<file path="src/rtl/sec_irq_pkg.sv">
package sec_irq_pkg;

    parameter int unsigned SIC_W   = 32;
    parameter int unsigned ADDR_W  = 12;
    parameter int unsigned WOFF_W  = ADDR_W - 2;

    // Word offsets whose position the software interface depends on
    localparam logic [WOFF_W-1:0] OFF_STATUS  = WOFF_W'(0);
    localparam logic [WOFF_W-1:0] OFF_RAW     = WOFF_W'(1);
    localparam logic [WOFF_W-1:0] OFF_MASKSET = WOFF_W'(2);
    localparam logic [WOFF_W-1:0] OFF_MASKCLR = WOFF_W'(3);
    localparam logic [WOFF_W-1:0] OFF_SOFTSET = WOFF_W'(4);
    localparam logic [WOFF_W-1:0] OFF_SOFTCLR = WOFF_W'(5);
    localparam logic [WOFF_W-1:0] OFF_PTSET   = WOFF_W'(8);
    localparam logic [WOFF_W-1:0] OFF_PTCLR   = WOFF_W'(9);

    typedef enum logic [2:0] {
        SEL_ZERO,
        SEL_STATUS,
        SEL_RAW,
        SEL_MASK,
        SEL_SOFT,
        SEL_PT
    } rd_sel_e;

    typedef struct packed {
        logic mask_set;
        logic mask_clr;
        logic soft_set;
        logic soft_clr;
        logic pt_set;
        logic pt_clr;
    } wr_strobe_t;

    typedef struct packed {
        logic [SIC_W-1:0] level;
        logic [SIC_W-1:0] mask;
        logic [SIC_W-1:0] pt;
    } sic_state_t;

endpackage

</file>
<file path="src/rtl/sec_irq_decode.sv">
module sec_irq_decode
    import sec_irq_pkg::*;
(
    input  logic [ADDR_W-1:0] addr,
    input  logic              wr,
    input  logic              rd,
    output wr_strobe_t        wstb,
    output rd_sel_e           rsel
);

    logic [WOFF_W-1:0] woff;
    logic [1:0]        unused_byte_lane;

    assign woff             = addr[ADDR_W-1:2];
    assign unused_byte_lane = addr[1:0];

    always_comb begin
        wstb = '0;
        if (wr) begin
            case (woff)
                OFF_MASKSET: wstb.mask_set = 1'b1;
                OFF_MASKCLR: wstb.mask_clr = 1'b1;
                OFF_SOFTSET: wstb.soft_set = 1'b1;
                OFF_SOFTCLR: wstb.soft_clr = 1'b1;
                OFF_PTSET:   wstb.pt_set   = 1'b1;
                OFF_PTCLR:   wstb.pt_clr   = 1'b1;
                default:     wstb          = '0;
            endcase
        end
    end

    always_comb begin
        rsel = SEL_ZERO;
        if (rd) begin
            case (woff)
                OFF_STATUS:  rsel = SEL_STATUS;
                OFF_RAW:     rsel = SEL_RAW;
                OFF_MASKSET: rsel = SEL_MASK;
                OFF_SOFTSET: rsel = SEL_SOFT;
                OFF_PTSET:   rsel = SEL_PT;
                default:     rsel = SEL_ZERO;
            endcase
        end
    end

endmodule

</file>
<file path="src/rtl/sec_irq_state.sv">
module sec_irq_state
    import sec_irq_pkg::*;
#(
    parameter int unsigned PT_LO = 21,
    parameter int unsigned PT_HI = 30
) (
    input  logic             clk,
    input  logic             rst_n,
    input  logic [SIC_W-1:0] irq_in,
    input  wr_strobe_t       wstb,
    input  logic [SIC_W-1:0] wdata,
    output sic_state_t       st
);

    localparam logic [63:0] PT_SPAN =
        ((64'd1 << (PT_HI + 1)) - 64'd1) & ~((64'd1 << PT_LO) - 64'd1);
    localparam logic [SIC_W-1:0] PT_MASK = PT_SPAN[SIC_W-1:0];

    sic_state_t st_d, st_q;
    logic       wdata_nz;

    assign wdata_nz = |wdata;

    always_comb begin
        st_d       = st_q;
        st_d.level = irq_in;
        if (wstb.mask_set)             st_d.mask    = st_q.mask | wdata;
        if (wstb.mask_clr)             st_d.mask    = st_q.mask & ~wdata;
        if (wstb.soft_set && wdata_nz) st_d.mask[0] = 1'b1;
        if (wstb.soft_clr && wdata_nz) st_d.mask[0] = 1'b0;
        if (wstb.pt_set)               st_d.pt      = st_q.pt | (wdata & PT_MASK);
        if (wstb.pt_clr)               st_d.pt      = st_q.pt & ~wdata;
    end

    always_ff @(posedge clk or negedge rst_n) begin
        if (!rst_n) st_q <= '0;
        else        st_q <= st_d;
    end

    assign st = st_q;

endmodule

</file>
<file path="src/rtl/sec_irq_route.sv">
module sec_irq_route
    import sec_irq_pkg::*;
#(
    parameter int unsigned PT_LO    = 21,
    parameter int unsigned PT_HI    = 30,
    parameter int unsigned COMB_IDX = 31
) (
    input  sic_state_t       st,
    output logic [SIC_W-1:0] lines
);

    logic any_pending;

    assign any_pending = |(st.level & st.mask);

    for (genvar i = 0; i < SIC_W; i++) begin : g_line
        if (i == COMB_IDX) begin : g_comb
            assign lines[i] = any_pending;
        end else if (i >= PT_LO && i <= PT_HI) begin : g_pass
            assign lines[i] = st.level[i] & st.pt[i];
        end else begin : g_idle
            assign lines[i] = 1'b0;
        end
    end

endmodule

</file>
<file path="src/rtl/sec_irq_ctrl.sv">
module sec_irq_ctrl
    import sec_irq_pkg::*;
#(
    parameter int unsigned PT_LO    = 21,
    parameter int unsigned PT_HI    = 30,
    parameter int unsigned COMB_IDX = 31
) (
    input  logic        clk,
    input  logic        rst_n,
    input  logic [31:0] irq_in,
    input  logic [11:0] bus_addr,
    input  logic        bus_wr,
    input  logic        bus_rd,
    input  logic [31:0] bus_wdata,
    output logic [31:0] bus_rdata,
    output logic [31:0] irq_out
);

    wr_strobe_t       wstb;
    rd_sel_e          rsel;
    sic_state_t       st;
    logic [SIC_W-1:0] lvl_w, msk_w, pt_w;

    sec_irq_decode u_dec (
        .addr (bus_addr),
        .wr   (bus_wr),
        .rd   (bus_rd),
        .wstb (wstb),
        .rsel (rsel)
    );

    sec_irq_state #(.PT_LO(PT_LO), .PT_HI(PT_HI)) u_state (
        .clk    (clk),
        .rst_n  (rst_n),
        .irq_in (irq_in),
        .wstb   (wstb),
        .wdata  (bus_wdata),
        .st     (st)
    );

    sec_irq_route #(.PT_LO(PT_LO), .PT_HI(PT_HI), .COMB_IDX(COMB_IDX)) u_route (
        .st    (st),
        .lines (irq_out)
    );

    assign lvl_w = st.level;
    assign msk_w = st.mask;
    assign pt_w  = st.pt;

    always_comb begin
        case (rsel)
            SEL_STATUS: bus_rdata = lvl_w & msk_w;
            SEL_RAW:    bus_rdata = lvl_w;
            SEL_MASK:   bus_rdata = msk_w;
            SEL_SOFT:   bus_rdata = {{(SIC_W-1){1'b0}}, lvl_w[0]};
            SEL_PT:     bus_rdata = pt_w;
            default:    bus_rdata = '0;
        endcase
    end

endmodule

</file>
<file path="config.mk">
export PLATFORM = sky130hd
export DESIGN_NAME = sec_irq_ctrl
export DESIGN_NICKNAME = d
export VERILOG_FILES = /design/src/rtl/sec_irq_pkg.sv /design/src/rtl/sec_irq_decode.sv /design/src/rtl/sec_irq_state.sv /design/src/rtl/sec_irq_route.sv /design/src/rtl/sec_irq_ctrl.sv
export SDC_FILE = /design/constraint.sdc
export NUM_CORES = 1
export LEC_CHECK = 0
export BUFFER_PORTS_ARGS = -buffer_cell sky130_fd_sc_hd__buf_4
export CORE_ASPECT_RATIO = 1.1
export CORE_MARGIN = 10
export CORE_UTILIZATION = 51
export CTS_CLUSTER_DIAMETER = 60
export CTS_CLUSTER_SIZE = 20
export DETAILED_ROUTE_END_ITERATION = 16
export PLACE_DENSITY_LB_ADDON = 0.2
export SYNTH_ARGS = -nofsm -noshare
export SYNTH_HDL_FRONTEND = slang
export SYNTH_HIERARCHICAL = 1
export SYNTH_SLANG_ARGS = --single-unit
</file>
<file path="constraint.sdc">
create_clock -name clk -period 3.3 [get_ports clk]
set_clock_uncertainty 0.15 [all_clocks]
set_input_delay 0.165 -clock clk [delete_from_list [all_inputs] [get_ports clk]]
set_output_delay 0.165 -clock clk [all_outputs]
set_load 0.01 [all_outputs]
</file>
==> key figures <==
Floorplanning
  – Die height: 119.7 microns
  – Starting density of the core: 52.18%
  – Core Area: 0.008828 sq mm
  – Die Area: 0.01324 sq mm
  – Die Wd: 110.6 microns
  – Placement Rows: 36
  – Num ports: 144

Cells and area
  – FILL cells: 646
  – P&R area growth vs syn: 38.86%
  – Commonest non-fill, non-tap cell in the layout: buf_4
  – Layout cells sized above 1: 27.18%
  – Final instance area: 0.006397 sq mm
  – Most frequent cells in the layout: buf_4, dfrtp_1, a21oi_1
  – Nets: 682
  – Utilization after layout: 72.46%

Setup path
  – Critical Path Start Type: primary input
  – Slowest stage cell on the critical path: or4_4
  – CP max FO: 30
  – Path length in cells of the critical path: 8
  – CP Data Required Time: 2.98 ns
  – Worst Setup End Kind: output pin
  – Worst path bufs/invs: 3
  – Worst R2R Start: u_state/st[32]
  – R2R setup slack: 2.32 ns
  – Crit path max-delay family: simple AND/OR/NAND/NOR gates
  – Worst-case reg-to-reg path depth: 3
  – Crit path kind: primary input to output pin
  – Arr. time, crit path: 2.43 ns
  – CP most frequent cell: buf_4
  – Critical path cell sequence: buf_4, or4_4, nor4_1, buf_4, and3b_4, o2bb2ai_1, a31o_1, buf_4
  – Worst Setup EP: bus_rdata[20]
  – Slowest stage delay, CP: 0.62 ns
  – Reg-to-reg critical path endpoint: u_state/st[32]
  – Worst setup path startpoint: bus_addr[7]

Power and ir drop
  – Switching portion of total power: 23.32%
  – Internal power: 0.001786 W
  – Worst vdd ir: 0.2978 mV
  – Combinational Power Share: 10.6%
  – Reg power frac: 52.9%
  – Psw: 0.0005430 W
  – Lkg Pwr: 2.830 nW
  – Clock share of power: 36.6%
  – Power Density: 364.0 mW/mm^2

Outcome
  – Outcome: finished, final reports clean

Clock network
  – H-tree depth: 3
  – Post-cts hold buffer count: 65
  – CTS Sinks: 96
  – TritonCTS clock tree: done
  – Worst-path clk slew: 0.08 ns
  – Bufs on Longest Clock Path: 2
  – Clock Latency Late Sink: 0.35 ns
  – Post_cts resized: 0
  – Root Buffer: clkbuf_8
  – Postcts setup bufs: 0
  – CTS buffer count: 9

Drt
  – DRT iter0 DRCs: 348
  – Vias per cell: 5.936
  – Post-route ant nets: 0
  – Routed length per instance: 20.47 microns
  – Drt pass-1 iters: 5
  – DRC violation count after routing: 0
  – Vias: 4,292
  – WL final: 14.80 mm

GRT
  – Pin count of the biggest net entering global routing: 67
  – First-pass GRT wire length: 24.21 mm
  – Total gr overflow: 0
  – Vias in the first global route: 4,737
  – Total global-route track usage: 22.14%
  – Antenna violations before repair: 2

STA
  – # setup viols final: 0
  – Fmax achieved: 364.9 MHz
  – Period utilization: 83.04%
  – Tmin final: 2.740 ns
  – Setup TNS: 0 ns
  – Endpoints failing hold: 0
  – Worst-margin pin slew: 0.7155 ns
  – Unrepaired setup endpoints after global routing: false
  – Slew Viols, Final: 0
  – Relative slew margins: 52.30%

Synthesis
  – YS warnings: 6
  – Register bit total from synthesis: 96
  – Post-Syn Area: 0.004607 sq mm
  – Distinct cells, synth: 41
  – Mapped Avg Cell Area: 10.87 sq um
  – Sequential area share after synthesis: 52.15%
  – Cell count after synthesis: 424

Flow run
  – Max Cap Viol: 0

Placed design
  – DP Wirelength: 9.860 mm
  – DP Area: 0.005522 sq mm
  – IO buf count: 120
  – Gpl congestion: 0.8817

Hold path
  – Worst min path class: primary input to flip-flop
[cells in the mapped netlist]
cell / n / area (sq um)
dfrtp_1: 96 / 2402
a21oi_1: 84 / 420.4
o21ai_0: 35 / 175.2
a31o_1: 29 / 254.0
o2bb2ai_1: 29 / 254.0
buf_4: 22 / 165.2
a21boi_0: 21 / 157.7
a22oi_1: 15 / 112.6
nor4_1: 13 / 81.33
clkbuf_1: 12 / 45.04
and2_1: 10 / 62.56
buf_2: 9 / 45.04
buf_6: 7 / 78.83
nand4_1: 6 / 37.54
or3b_2: 3 / 26.28
inv_1: 2 / 7.510
nand2_1: 2 / 7.510
nand2b_1: 2 / 12.51
nor4_2: 2 / 25.02
o21a_1: 2 / 15.01
or2_2: 2 / 12.51
xnor2_1: 2 / 17.52
a2111oi_4: 1 / 27.53
a21boi_1: 1 / 7.510
a21o_1: 1 / 7.510
a22oi_2: 1 / 12.51
a2bb2oi_1: 1 / 8.760
a31oi_1: 1 / 6.260
and3b_4: 1 / 12.51
and4b_1: 1 / 10.01
conb_1: 1 / 3.750
mux2i_1: 1 / 10.01
nand2b_2: 1 / 8.760
nand3b_1: 1 / 7.510
nor2_1: 1 / 3.750
nor4_4: 1 / 21.27
o211ai_1: 1 / 7.510
o31ai_1: 1 / 7.510
or4_1: 1 / 7.510
or4_4: 1 / 11.26
or4b_1: 1 / 10.01
[metrics by stage]
step / instances / setup WS (ns) / hold WS (ns) / total power (W)
after floorplan: 444 / 0.8565 / -0.2806 / 0.001309
after global placement: 640 / 0.6323 / 0.1047 / 0.001429
after detailed placement: 640 / 0.5964 / 0.1150 / 0.001433
after CTS: 721 / 0.5709 / 0.06393 / 0.002341
after global routing: 723 / 0.4189 / 0.1253 / 0.002424
final: 723 / 0.5598 / 0.09032 / 0.002329
[per-layer routing]
layer,vias up,part of all wire (%),wire length [microns],global-route usage [%]
li1,1935,-,-,-
met1,2096,38,5652,25.95
met3,43,7.4,1088,4.983
met5,-,0,0,0
met4,0,4.1,614,13.52
met2,218,50,7446,36.39
[kinds of logic (layout without fill, tap and decap cells)]
kind of cell,Yosys count,after routing,synth area share [%]
xor+xnor,2,2,0.3803
mux,1,1,0.2173
simple gates,49,49,7.768
compound gates,223,223,31.99
buf+inv,52,215,7.415
other cells,1,23,0.08140
flops,96,96,52.15
[how the worst min path moves through the flow]
stage,start,endpoint,slack [ns],cells past startpoint
after detailed placement,rst_n,u_state/st[6],0.11,1
after global routing,bus_addr[4],u_state/st[32],0.13,5
after floorplan,rst_n,async pin,-0.28,0
after CTS,bus_addr[4],u_state/st[32],0.06,5
final,bus_addr[4],u_state/st[32],0.09,5
after global placement,rst_n,u_state/st[6],0.10,1
[layout make-up]
cell class / instances / area (sq um) / area share (%)
flip-flops and latches: 96 / 2402 / 37.55
multi-input cells: 296 / 1966 / 30.73
repair buffers: 197 / 1654 / 25.86
well taps: 114 / 142.6 / 2.230
clock buffers: 11 / 141.4 / 2.210
clock inverters: 5 / 78.83 / 1.232
inverters: 2 / 7.507 / 0.1173
diodes: 2 / 5.005 / 0.07823
[tightest hold or removal path, cell delays in order]
cell and delay, ns:
buf_4 0.13, inv_1 0.08, nor4_1 0.06, o21ai_0 0.06, a21oi_1 0.06
[power by group through the flow]
stage / logic (W) / clock network [W] / registers (W)
2_1_floorplan: 0.0000659 / 0 / 0.00124
3_3_place_gp: 0.000177 / 0 / 0.00125
3_5_place_dp: 0.000181 / 0 / 0.00125
6_report: 0.000246 / 0.000852 / 0.00123
4_1_cts: 0.000244 / 0.000867 / 0.00123
5_1_grt: 0.000268 / 0.000921 / 0.00123
Power figures use the tool's default switching activity.
